File: src/rtl/qcp_pkg.sv
package qcp_pkg;

  typedef enum logic [3:0] {
    CMD_NOP        = 4'd0,
    CMD_RESTORE    = 4'd1,
    CMD_STORE      = 4'd2,
    CMD_HALF_ONE   = 4'd3,
    CMD_HALF_ALL   = 4'd4,
    CMD_DEC_ONE    = 4'd5,
    CMD_DEC_ALL    = 4'd6,
    CMD_RELOAD_ALL = 4'd7,
    CMD_DBL_ONE    = 4'd8,
    CMD_DBL_ALL    = 4'd9,
    CMD_INC_ONE    = 4'd10,
    CMD_INC_ALL    = 4'd11
  } qcmd_e;

  typedef enum logic [2:0] {
    OP_HOLD = 3'd0,
    OP_HALF = 3'd1,
    OP_DEC  = 3'd2,
    OP_DBL  = 3'd3,
    OP_INC  = 3'd4,
    OP_LOAD = 3'd5
  } wop_e;

  typedef struct packed {
    wop_e op;       // wiper operation
    logic all_ch;   // apply to every channel
    logic store;    // wiper -> shadow
    logic reload;   // all shadows -> all wipers, timed
    logic restore;  // one shadow -> wiper, enters read state
    logic nop;      // returns to idle
  } qcp_dec_t;

endpackage

File: src/rtl/qcp_decode.sv
module qcp_decode
  import qcp_pkg::*;
(
  input  logic [3:0] cmd_code,
  output qcp_dec_t   dec
);

  always_comb begin
    dec = '{op: OP_HOLD, all_ch: 1'b0, store: 1'b0, reload: 1'b0,
            restore: 1'b0, nop: 1'b0};
    case (cmd_code)
      CMD_NOP:        dec.nop = 1'b1;
      CMD_RESTORE:    begin dec.op = OP_LOAD; dec.restore = 1'b1; end
      CMD_STORE:      dec.store = 1'b1;
      CMD_HALF_ONE:   dec.op = OP_HALF;
      CMD_HALF_ALL:   begin dec.op = OP_HALF; dec.all_ch = 1'b1; end
      CMD_DEC_ONE:    dec.op = OP_DEC;
      CMD_DEC_ALL:    begin dec.op = OP_DEC; dec.all_ch = 1'b1; end
      CMD_RELOAD_ALL: begin dec.op = OP_LOAD; dec.all_ch = 1'b1; dec.reload = 1'b1; end
      CMD_DBL_ONE:    dec.op = OP_DBL;
      CMD_DBL_ALL:    begin dec.op = OP_DBL; dec.all_ch = 1'b1; end
      CMD_INC_ONE:    dec.op = OP_INC;
      CMD_INC_ALL:    begin dec.op = OP_INC; dec.all_ch = 1'b1; end
      default:        ; // reserved codes: no operation at all
    endcase
  end

endmodule

File: src/rtl/qcp_step.sv
module qcp_step
  import qcp_pkg::*;
#(
  parameter int unsigned WIPER_W = 8
) (
  input  logic [WIPER_W-1:0] cur,
  input  logic [WIPER_W-1:0] load_val,
  input  wop_e               op,
  output logic [WIPER_W-1:0] nxt
);

  localparam logic [WIPER_W-1:0] TOP  = {WIPER_W{1'b1}};
  localparam logic [WIPER_W-1:0] ZERO = '0;
  localparam logic [WIPER_W-1:0] ONE  = WIPER_W'(1);

  always_comb begin
    case (op)
      OP_HALF: nxt = cur >> 1;
      OP_DEC:  nxt = (cur == ZERO) ? ZERO : cur - ONE;
      OP_DBL: begin
        if (cur == ZERO)          nxt = ONE;
        else if (cur[WIPER_W-1])  nxt = TOP;
        else                      nxt = cur << 1;
      end
      OP_INC:  nxt = (cur == TOP) ? TOP : cur + ONE;
      OP_LOAD: nxt = load_val;
      default: nxt = cur;
    endcase
  end

endmodule

File: src/rtl/qcp_busy_timer.sv
module qcp_busy_timer #(
  parameter int unsigned BUSY_CYCLES = 8
) (
  input  logic clk,
  input  logic rst,
  input  logic start,
  output logic busy,
  output logic last
);

  localparam int unsigned CW = $clog2(BUSY_CYCLES + 1);

  logic [CW-1:0] cnt;

  always_ff @(posedge clk) begin
    if (rst)           cnt <= '0;
    else if (start)    cnt <= CW'(BUSY_CYCLES);
    else if (cnt != 0) cnt <= cnt - CW'(1);
  end

  assign busy = (cnt != '0);
  assign last = (cnt == CW'(1));

endmodule

File: src/rtl/qcmd_pot_engine.sv
module qcmd_pot_engine
  import qcp_pkg::*;
#(
  parameter int unsigned NUM_CH      = 4,
  parameter int unsigned WIPER_W     = 8,
  parameter int unsigned BUSY_CYCLES = 8,
  parameter int unsigned SHADOW_INIT = 128,
  localparam int unsigned CH_W       = (NUM_CH > 1) ? $clog2(NUM_CH) : 1
) (
  input  logic               clk,
  input  logic               rst,
  input  logic               cmd_valid,
  input  logic [3:0]         cmd_code,
  input  logic [CH_W-1:0]    cmd_chan,
  input  logic               data_valid,
  input  logic [7:0]         data_byte,
  input  logic               wp_n,
  input  logic               poll,
  input  logic [CH_W-1:0]    rd_chan,
  output logic [WIPER_W-1:0] wiper_rd,
  output logic [WIPER_W-1:0] shadow_rd,
  output logic               busy,
  output logic               busy_nack,
  output logic               poll_ack,
  output logic               active
);

  localparam logic [WIPER_W-1:0] INIT_VAL = WIPER_W'(SHADOW_INIT);

  qcp_dec_t dec;
  logic accept, wr_ok, start_nv, nv_last;

  logic [WIPER_W-1:0] wiper  [NUM_CH];
  logic [WIPER_W-1:0] shadow [NUM_CH];
  logic [WIPER_W-1:0] pend_val;
  logic [CH_W-1:0]    pend_ch;
  logic               pend_store;
  logic [NUM_CH*WIPER_W-1:0] wiper_flat;

  // The trailing byte is taken and thrown away.
  logic unused_data;
  assign unused_data = ^data_byte;

  qcp_decode u_dec (
    .cmd_code (cmd_code),
    .dec      (dec)
  );

  assign accept   = cmd_valid && !busy;
  assign wr_ok    = accept && wp_n;
  assign start_nv = wr_ok && (dec.store || dec.reload);

  qcp_busy_timer #(.BUSY_CYCLES(BUSY_CYCLES)) u_timer (
    .clk   (clk),
    .rst   (rst),
    .start (start_nv),
    .busy  (busy),
    .last  (nv_last)
  );

  // Per-channel wiper datapath.
  for (genvar i = 0; i < NUM_CH; i++) begin : g_ch
    logic               sel;
    wop_e               op_i;
    logic [WIPER_W-1:0] nxt;

    assign sel  = dec.all_ch || (cmd_chan == CH_W'(i));
    assign op_i = (wr_ok && sel) ? dec.op : OP_HOLD;

    qcp_step #(.WIPER_W(WIPER_W)) u_step (
      .cur      (wiper[i]),
      .load_val (shadow[i]),
      .op       (op_i),
      .nxt      (nxt)
    );

    always_ff @(posedge clk) begin
      if (rst) wiper[i] <= INIT_VAL;
      else     wiper[i] <= nxt;
    end

    assign wiper_flat[i*WIPER_W +: WIPER_W] = wiper[i];
  end

  // Pending shadow write, committed on the last busy cycle.
  always_ff @(posedge clk) begin
    if (rst) begin
      pend_store <= 1'b0;
      pend_ch    <= '0;
      pend_val   <= '0;
    end else if (start_nv) begin
      pend_store <= dec.store;
      pend_ch    <= cmd_chan;
      pend_val   <= wiper[cmd_chan];
    end else if (nv_last) begin
      pend_store <= 1'b0;
    end
  end

  always_ff @(posedge clk) begin
    if (rst) begin
      for (int k = 0; k < NUM_CH; k++) shadow[k] <= INIT_VAL;
    end else if (nv_last && pend_store) begin
      shadow[pend_ch] <= pend_val;
    end
  end

  // Status and read-back, all registered.
  always_ff @(posedge clk) begin
    if (rst) begin
      busy_nack <= 1'b0;
      poll_ack  <= 1'b0;
      active    <= 1'b0;
      wiper_rd  <= '0;
      shadow_rd <= '0;
    end else begin
      busy_nack <= busy && (cmd_valid || poll || data_valid);
      poll_ack  <= poll && !busy;
      if (wr_ok && dec.restore)   active <= 1'b1;
      else if (accept && dec.nop) active <= 1'b0;
      wiper_rd  <= wiper[rd_chan];
      shadow_rd <= shadow[rd_chan];
    end
  end

endmodule

File: config.mk
export PLATFORM = sky130hd
export DESIGN_NAME = qcmd_pot_engine
export DESIGN_NICKNAME = d
export VERILOG_FILES = /design/src/rtl/qcp_pkg.sv /design/src/rtl/qcp_decode.sv /design/src/rtl/qcp_step.sv /design/src/rtl/qcp_busy_timer.sv /design/src/rtl/qcmd_pot_engine.sv
export SDC_FILE = /design/constraint.sdc
export NUM_CORES = 1
export LEC_CHECK = 0
export CAP_MARGIN = 20
export CORE_MARGIN = 4
export CORE_UTILIZATION = 40
export DETAILED_ROUTE_END_ITERATION = 8
export PLACE_DENSITY = 0.53
export SLEW_MARGIN = 5
export SYNTH_ARGS = -nofsm -noshare
export SYNTH_HDL_FRONTEND = slang
export SYNTH_HIERARCHICAL = 1
export SYNTH_SLANG_ARGS = --single-unit
File: constraint.sdc
create_clock -name clk -period 6.06 [get_ports clk]
set_input_delay 0.909 -clock clk [delete_from_list [all_inputs] [get_ports clk]]
set_output_delay 0.909 -clock clk [all_outputs]
set_load 0.01 [all_outputs]
==> results.sh, run 1 <==
export IMPL_viasPerCell=6.16
export IMPL_drtAntennaViolNets=0
export IMPL_drive_gt1_frac=0.102
export IMPL_yosys_warnings=6
export IMPL_fin_crit_ps=4320
export IMPL_gp_congestion=0.842
export IMPL_rr_startpoint="u_timer/cnt[0]"
export IMPL_track_usage=0.199
export IMPL_die_h_um=145
export IMPL_grt_max_degree=72
export IMPL_path_max_fanout=21
export IMPL_clock_path_buffers=2
export IMPL_cp_startpoint="u_timer/cnt[0]"
export IMPL_dpl_hpwl_mm=15.0
export IMPL_worstPathArrival_ps=4540
export IMPL_pwr_share_seq=0.411
export IMPL_stdcell_area_um2=8050
export IMPL_path_clk_slew_ps=70
export IMPL_vias=6472
export IMPL_ff2ff_setup_slack_ps=1740
export IMPL_cts_root_buf="clkbuf_16"
export IMPL_worstPathRequired_ps=6270
export IMPL_wl_mm=21.2
export IMPL_ys_async_sr_fraction=0
export IMPL_cts_buffers=9
export IMPL_place_area_um2=7730
export IMPL_die_area_um2=21000
export IMPL_postCtsResizedCells=0
export IMPL_yosysSeqAreaShare=0.304
export IMPL_ir_drop_uv=200
export IMPL_clock_latency_ps=360
export IMPL_ys_seq_elements=98
export IMPL_path_cells="inv_1 -> ha_1 -> or3b_1 -> buf_4 -> nand3b_1 -> a21oi_1 -> and2_1 -> or3_1 -> a21boi_2 -> o31a_1 -> o221ai_1 -> o22a_1 -> nor2b_1"
export IMPL_htreeDepth=3
export IMPL_cts_tree="built"
export IMPL_coreArea_um2=18200
export IMPL_drt_iter0_drc=745
export IMPL_grt_pass1_vias=6019
export IMPL_pre_cts_ws_ps=1480
export IMPL_die_w_um=145
export IMPL_finalSetupTns_ps=0
export IMPL_slowest_stage="and2_1"
export IMPL_slew_viol_final=0
export IMPL_drc_errors=0
export IMPL_min_path_type="reg -> reg"
export IMPL_worstSetupPathType="reg -> reg"
export IMPL_syn_area_per_cell_um2=8.86
export IMPL_cpPeakStageDelay_ps=670
export IMPL_synth_ff_type="dfxtp_1"
export IMPL_start_kind="flop"
export IMPL_max_freq_ghz=0.231
export IMPL_layout_cells_non_filler=1050
export IMPL_power_switching_uw=701
export IMPL_p_leak_uw=0.00281
export IMPL_synth_area_um2=7510
export IMPL_maxCapViolCount=0
export IMPL_multi_input_area_um2=4720
export IMPL_syn_nets=880
export IMPL_synth_cells=847
export IMPL_cts_num_sinks=98
export IMPL_synthDistinctLibCells=85
export IMPL_postCtsSetupBuffers=0
export IMPL_status="finished clean"
export IMPL_grt_pass1_wl_mm=34.0
export IMPL_wl_per_cell_um=20.2
export IMPL_power_density_nw_per_um2=259
export IMPL_min_period_over_period=0.713
export IMPL_nets=849
export IMPL_rows=49
export IMPL_hold_viol_final=0
export IMPL_rsz0062_at_grt="no"
export IMPL_synth_edf_count=32
export IMPL_synthToLayoutAreaGrowth_pct=7.23
export IMPL_finalSetupViolations=0
export IMPL_combPwrFrac=0.284
export IMPL_fin_worst_skew_ps=10.2
export IMPL_dpl_cell_count=1034
export IMPL_swShare=0.336
export IMPL_dr_pass1_iters=5
export IMPL_initial_core_util=0.412
export IMPL_antenna_found_initial=0
export IMPL_boundaryPins=42
export IMPL_power_total_uw=2080
export IMPL_holdCritStartpoint="pend_ch[0]"
export IMPL_p_int_uw=1380
export IMPL_regArea_um2=2280
export IMPL_num_antenna_cells=0
export IMPL_port_buffers=33
export IMPL_hold_buffers=0
export IMPL_worstMarginPinSlew_ps=849
export IMPL_maxSlewHeadroom=0.432
export IMPL_power_frac_clock=0.305
export IMPL_timing_final_ws_setup_ps=1740
export IMPL_fillers=1774
export IMPL_cp_end_kind="flop"
export IMPL_overflow=0
[cells in the mapped netlist, types with 5 or more instances]
cell type	instances	area (um2)
dfxtp_1	66	1320
nor2_1	62	233
nor2b_1	55	344
a21oi_1	44	220
and2_1	44	275
buf_2	38	190
o21ai_0	36	180
nand3_1	34	170
edfxtp_1	32	961
nand2_1	31	116
clkbuf_1	26	97.6
nor3_1	25	125
inv_1	22	82.6
mux4_2	22	495
a21o_1	18	135
xor2_1	17	149
o21a_1	14	105
a22oi_1	13	97.6
o211ai_1	12	90.1
o221ai_1	12	105
o31ai_1	12	90.1
ha_1	11	138
nand2b_1	11	68.8
or3_1	10	62.6
xnor2_1	10	87.6
a211oi_1	8	60.1
a31oi_1	8	50.1
and4_1	8	70.1
buf_4	6	45.0
or2_1	6	37.5
buf_6	5	56.3
[per-layer routing]
metal | routed length (um) | part of all wire | vias to the layer above | track usage
met2 | 9620 | 0.45 | 229 | 0.301
met4 | 329 | 0.016 | 0 | 0.0575
met3 | 1460 | 0.069 | 24 | 0.0312
li1 | - | - | 3068 | -
met5 | 0 | 0 | - | 0
met1 | 9820 | 0.46 | 3151 | 0.293
[power groups by stage]
stage                     clock, uW  sequential (uW)  combinational [uW]
after floorplan                   0              784                 507
after global placement            0              866                 578
after detailed placement          0              869                 588
after CTS                       653              854                 593
after global routing            681              868                 657
final                           636              857                 592
[worst max-delay path, delay by kind of cell, from the launching register on]
family	cells	cell delay, ps
buffers and inverters	2	270
adders and majority gates	1	180
and+or+nand+nor	5	1840
DFF	1	350
AOI/OAI and AO/OA	5	1550
[flip-flops by register name, summed over array words and instances, names as in the netlist]
| signal | cells |
|---|---|
| busy_nack | 1 |
| pend_val | 8 |
| u_timer/cnt | 4 |
| shadow | 32 |
| wiper_rd | 8 |
| shadow_rd | 8 |
| active | 1 |
| poll_ack | 1 |
| pend_store | 1 |
| wiper | 32 |
| pend_ch | 2 |
[layout make-up]
cell class / instances / share of cell area
sequential: 98 / 0.284
clock buffer: 10 / 0.0284
tap: 229 / 0.0356
clock inverter: 6 / 0.0112
multi-input combinational: 647 / 0.586
timing repair buffer: 38 / 0.0451
inverter: 22 / 0.0103
[cells in the final DEF (no fill, tap or decap), drive strengths merged, types with 12 or more instances in the layout]
cell            n
nor2b          56
clkdlybuf4s50  32
dfxtp          66
a21o           20
o221ai         12
edfxtp         32
and2           44
o31ai          16
nand2          31
o21a           14
nor2           62
nor3           27
mux4           24
nand3          34
a21oi          46
o211ai         12
a22oi          13
xor2           17
inv            24
o21ai          37
[final timing paths]
| check | depth (start not counted) | end |
|---|---|---|
| min | 2 | pend_ch[0] |
| max reg2reg | 13 | wiper[1][1] |
| min reg2reg | 2 | pend_ch[0] |
| max | 13 | wiper[1][1] |
[kinds of logic (layout without fill, tap and decap cells)]
group	after synthesis	after routing	share of synthesized area
AND/OR/NAND/NOR	341	341	0.265
XOR/XNOR	27	27	0.0315
multiplexers	30	30	0.0813
flip-flops	98	98	0.304
buffers and inverters	102	76	0.0677
adder cells (fa/ha/maj)	11	11	0.0183
AO/OA/AOI/OAI	238	238	0.232
[stage by stage]
step           hold slack (ps)   util
2_1_floorplan              474      -
3_3_place_gp               488  0.425
3_5_place_dp               496  0.425
4_1_cts                    517  0.442
5_1_grt                    559  0.442
6_report                   515  0.442
Note: power is estimated with default switching activity, not from simulation.
==> run 2, diff against run 1 <==
- PLACE_DENSITY: 0.53 -> 0.55
- clock period: 6.06 -> 3.9 ns (I/O delays scaled with it)
==> results.sh, run 2 (same netlist as run 1, synthesis figures left out) <==
export IMPL_path_clk_slew_ps=70
export IMPL_htreeDepth=3
export IMPL_max_freq_ghz=0.282
export IMPL_worstSetupPathType="reg -> reg"
export IMPL_postCtsSetupBuffers=0
export IMPL_layout_cells_non_filler=1077
export IMPL_track_usage=0.201
export IMPL_hold_viol_final=0
export IMPL_dpl_cell_count=1061
export IMPL_min_path_type="reg -> reg"
export IMPL_worstPathArrival_ps=3820
export IMPL_drt_iter0_drc=740
export IMPL_die_w_um=145
export IMPL_antenna_found_initial=0
export IMPL_drtAntennaViolNets=0
export IMPL_wl_per_cell_um=20.0
export IMPL_vias=6585
export IMPL_worstPathRequired_ps=4180
export IMPL_coreArea_um2=18200
export IMPL_ff2ff_setup_slack_ps=360
export IMPL_drive_gt1_frac=0.129
export IMPL_start_kind="flop"
export IMPL_dpl_hpwl_mm=15.6
export IMPL_initial_core_util=0.412
export IMPL_timing_final_ws_setup_ps=358
export IMPL_boundaryPins=42
export IMPL_die_h_um=145
export IMPL_maxSlewHeadroom=0.461
export IMPL_cts_tree="built"
export IMPL_clock_path_buffers=2
export IMPL_num_antenna_cells=0
export IMPL_grt_pass1_wl_mm=34.1
export IMPL_cts_num_sinks=98
export IMPL_r2r_cells=12
export IMPL_slew_viol_final=0
export IMPL_power_density_nw_per_um2=387
export IMPL_finalSetupViolations=0
export IMPL_viasPerCell=6.11
export IMPL_cts_buffers=9
export IMPL_cts_root_buf="clkbuf_16"
export IMPL_fin_crit_ps=3540
export IMPL_p_leak_uw=0.00295
export IMPL_dr_pass1_iters=5
export IMPL_postCtsResizedCells=0
export IMPL_gp_congestion=0.884
export IMPL_hold_buffers=0
export IMPL_grt_max_degree=43
export IMPL_final_cell_mix="dfxtp_1, nor2_1, nor2b_1"
export IMPL_ir_drop_uv=255
export IMPL_nets=876
export IMPL_worstMarginPinSlew_ps=807
export IMPL_overflow=0
export IMPL_drc_errors=0
export IMPL_hold_path_depth=2
export IMPL_finalSetupTns_ps=0
export IMPL_clock_latency_ps=350
export IMPL_pre_cts_ws_ps=150
export IMPL_largestRegisters="shadow: 32 flops, wiper: 32 flops"
export IMPL_cp_end_kind="flop"
export IMPL_wl_mm=21.6
export IMPL_port_buffers=33
export IMPL_grt_pass1_vias=6202
export IMPL_min_period_over_period=0.908
export IMPL_rows=49
export IMPL_rsz0062_at_grt="no"
export IMPL_path_max_fanout=12
export IMPL_multi_input_area_um2=4720
export IMPL_layout_commonest_cell="dfxtp_1"
export IMPL_die_area_um2=21000
export IMPL_fin_worst_skew_ps=6.93
export IMPL_fillers=1713
export IMPL_regArea_um2=2280
export IMPL_synthToLayoutAreaGrowth_pct=9.68
export IMPL_maxCapViolCount=0
export IMPL_status="finished clean"
## run 2: cell type report
| cell class | count | area share |
|---|---|---|
| multi-input combinational | 647 | 0.573 |
| sequential | 98 | 0.277 |
| inverter | 22 | 0.0100 |
| clock buffer | 11 | 0.0283 |
| timing repair buffer | 65 | 0.0702 |
| tap | 229 | 0.0348 |
| clock inverter | 5 | 0.00669 |
## run 2: path summary, 6_finish.rpt
| kind | startpoint | endpoint |
|---|---|---|
| setup / recovery | u_timer/cnt[0] | wiper[3][5] |
| hold / removal | pend_ch[1] | pend_ch[1] |
| setup reg to reg | u_timer/cnt[0] | wiper[3][5] |
| hold reg to reg | pend_ch[1] | pend_ch[1] |
## run 2: power breakdown
| group | internal, uW | total (uW) | switching, uW |
|---|---|---|---|
| Clock | 497 | 911 | 414 |
| Sequential | 1130 | 1330 | 196 |
| Combinational | 469 | 944 | 476 |
| Total | 2100 | 3190 | 1090 |
## run 2: metal layers
layer  GRT usage  vias to the layer above  routed length, um
li1            -                     3121                  -
met1       0.279                     3162               9850
met2       0.312                      260               9580
met3      0.0399                       42               1490
met4      0.0736                        0                631
met5           0                        -                  0
## run 2: through the flow
stage / cell area (um2) / utilization / hold slack (ps) / power (uW)
detailed placement: 7950 / 0.436 / 517 / 2290
floorplan: 7510 / - / 474 / 2010
finish: 8230 / 0.452 / 535 / 3190
global placement: 7950 / 0.436 / 492 / 2270
global route: 8230 / 0.452 / 570 / 3370
CTS: 8230 / 0.452 / 525 / 3200
## run 2: critical path: stages (launching register included)
cell and delay [ps]:
dfxtp_1 350, inv_1 90, ha_1 170, or3b_1 370, nand3b_1 440, nor2_1 410, and2_1 420, nor3b_4 400
o31ai_4 170, a21o_2 220, o211ai_1 180, o21a_1 150, nor2b_1 110
==> run 3, diff against run 2 <==
- PLACE_DENSITY: 0.55 -> 0.59
- clock period: 3.9 -> 2.9 ns (I/O delays scaled with it)
==> results.sh, run 3 (same netlist as run 1, synthesis figures left out) <==
export IMPL_rsz0062_at_grt="yes"
export IMPL_min_to="active"
export IMPL_path_max_fanout=7
export IMPL_clock_path_buffers=2
export IMPL_power_density_nw_per_um2=492
export IMPL_rr_endpoint="wiper[1][1]"
export IMPL_gp_congestion=0.877
export IMPL_drt_iter0_drc=742
export IMPL_holdCritStartpoint="active"
export IMPL_finalSetupViolations=2
export IMPL_grt_pass1_wl_mm=34.7
export IMPL_wl_mm=22.1
export IMPL_maxSlewHeadroom=0.538
export IMPL_hold_path_depth=2
export IMPL_die_w_um=145
export IMPL_min_period_over_period=1.00
export IMPL_pre_cts_ws_ps=-358
export IMPL_viasPerCell=5.88
export IMPL_slew_viol_final=0
export IMPL_die_area_um2=21000
export IMPL_initial_core_util=0.412
export IMPL_antenna_found_initial=0
export IMPL_layout_commonest_cell="buf_4"
export IMPL_dr_pass1_iters=5
export IMPL_start_kind="flop"
export IMPL_worstSetupPathType="reg -> reg"
export IMPL_cpPeakStageDelay_ps=370
export IMPL_p_leak_uw=0.00348
export IMPL_fillers=1731
export IMPL_path_clk_slew_ps=80
export IMPL_violations="setup timing"
export IMPL_stdcell_area_um2=9150
export IMPL_place_area_um2=8580
export IMPL_dpl_hpwl_mm=16.0
export IMPL_hold_buffers=0
export IMPL_nets=967
export IMPL_wl_per_cell_um=18.9
export IMPL_drc_errors=0
export IMPL_num_antenna_cells=0
export IMPL_worstPathRequired_ps=3140
export IMPL_worstPathArrival_ps=3140
export IMPL_cp_end_kind="flop"
export IMPL_cts_num_sinks=98
export IMPL_drtAntennaViolNets=0
export IMPL_hold_ws_ps=512
export IMPL_synthToLayoutAreaGrowth_pct=21.9
export IMPL_ff2ff_setup_slack_ps=-6
export IMPL_rr_startpoint="u_timer/cnt[0]"
export IMPL_cts_tree="built"
export IMPL_largestRegisters="shadow: 32 flops, wiper: 32 flops"
export IMPL_grt_pass1_vias=6287
export IMPL_grt_max_degree=42
export IMPL_port_buffers=33
export IMPL_fin_crit_ps=2910
export IMPL_fin_worst_skew_ps=8.65
export IMPL_die_h_um=145
export IMPL_htreeDepth=3
export IMPL_vias=6869
export IMPL_hold_viol_final=0
export IMPL_ir_drop_uv=598
export IMPL_drive_gt1_frac=0.260
export IMPL_coreArea_um2=18200
export IMPL_min_path_type="reg -> reg"
export IMPL_track_usage=0.203
export IMPL_boundaryPins=42
export IMPL_final_cell_mix="buf_4, dfxtp_1, nor2_1"
export IMPL_r2r_cells=13
export IMPL_utilization=0.502
export IMPL_cts_buffers=9
export IMPL_maxCapViolCount=0
export IMPL_timing_final_ws_setup_ps=-6.14
export IMPL_clock_latency_ps=360
export IMPL_path_cells="inv_2 -> ha_4 -> or3b_4 -> nand3b_1 -> a21oi_2 -> buf_6 -> and2_4 -> or3_4 -> a21boi_4 -> o31a_1 -> o221ai_1 -> o22a_1 -> nor2b_1"
export IMPL_cp_startpoint="u_timer/cnt[0]"
export IMPL_rows=49
export IMPL_cts_root_buf="clkbuf_16"
export IMPL_slowest_stage="or3b_4"
export IMPL_max_freq_ghz=0.344
export IMPL_status="complete, but fails checks"
export IMPL_overflow=0
export IMPL_worstMarginPinSlew_ps=692
run 3: worst max path at each step:
stage | to | cells after the start | slack, ps
CTS | wiper[3][7] | 13 | 5
detailed placement | wiper[1][5] | 11 | -360
global route | wiper[0][3] | 13 | -130
global placement | wiper[1][5] | 11 | -340
finish | wiper[1][1] | 13 | -6
floorplan | wiper[1][1] | 14 | -20
run 3: repair_timing:
action	CTS	global route
buffers inserted	0	6
endpoints found under the setup margin	15	32
resized for setup	7	64
pin swaps	0	14
gates cloned	0	0
run 3: cell type report:
| class | instances | area [um2] | area share |
|---|---|---|---|
| well taps | 229 | 287 | 0.0313 |
| flip-flops and latches | 98 | 2280 | 0.250 |
| clock buffers | 9 | 225 | 0.0246 |
| inverters | 22 | 82.6 | 0.00903 |
| repair buffers | 156 | 1310 | 0.143 |
| multi-input cells | 647 | 4890 | 0.535 |
| clock inverters | 7 | 66.3 | 0.00725 |
run 3: metrics by stage:
step | TNS, ps | power, uW | std cells
floorplan | -48.6 | 2700 | 847
global placement | -8180 | 3200 | 1146
detailed placement | -8770 | 3200 | 1146
CTS | 0 | 4440 | 1162
global route | -1350 | 4750 | 1168
finish | -10.8 | 4500 | 1168
run 3: where the power goes:
| part | switching (uW) | total [uW] | internal, uW |
|---|---|---|---|
| registers | 188 | 1720 | 1530 |
| clock network | 618 | 1230 | 607 |
| logic | 775 | 1560 | 789 |
run 3: per-layer routing:
layer	part of all wire	routed length, um	GRT usage	vias up
met5	0	0	0	-
met4	0.017	371	0.0532	0
met3	0.069	1540	0.0302	27
met2	0.46	10100	0.319	239
met1	0.46	10100	0.294	3293
li1	-	-	-	3310
run 3: worst max-delay path, delay by kind of cell (launching register included):
kind                     cells  cell delay [ps]
AND/OR/NAND/NOR              5             1130
adder cells (fa/ha/maj)      1              140
buffers and inverters        2              210
AO/OA/AOI/OAI                5              980
flip-flops                   1              330
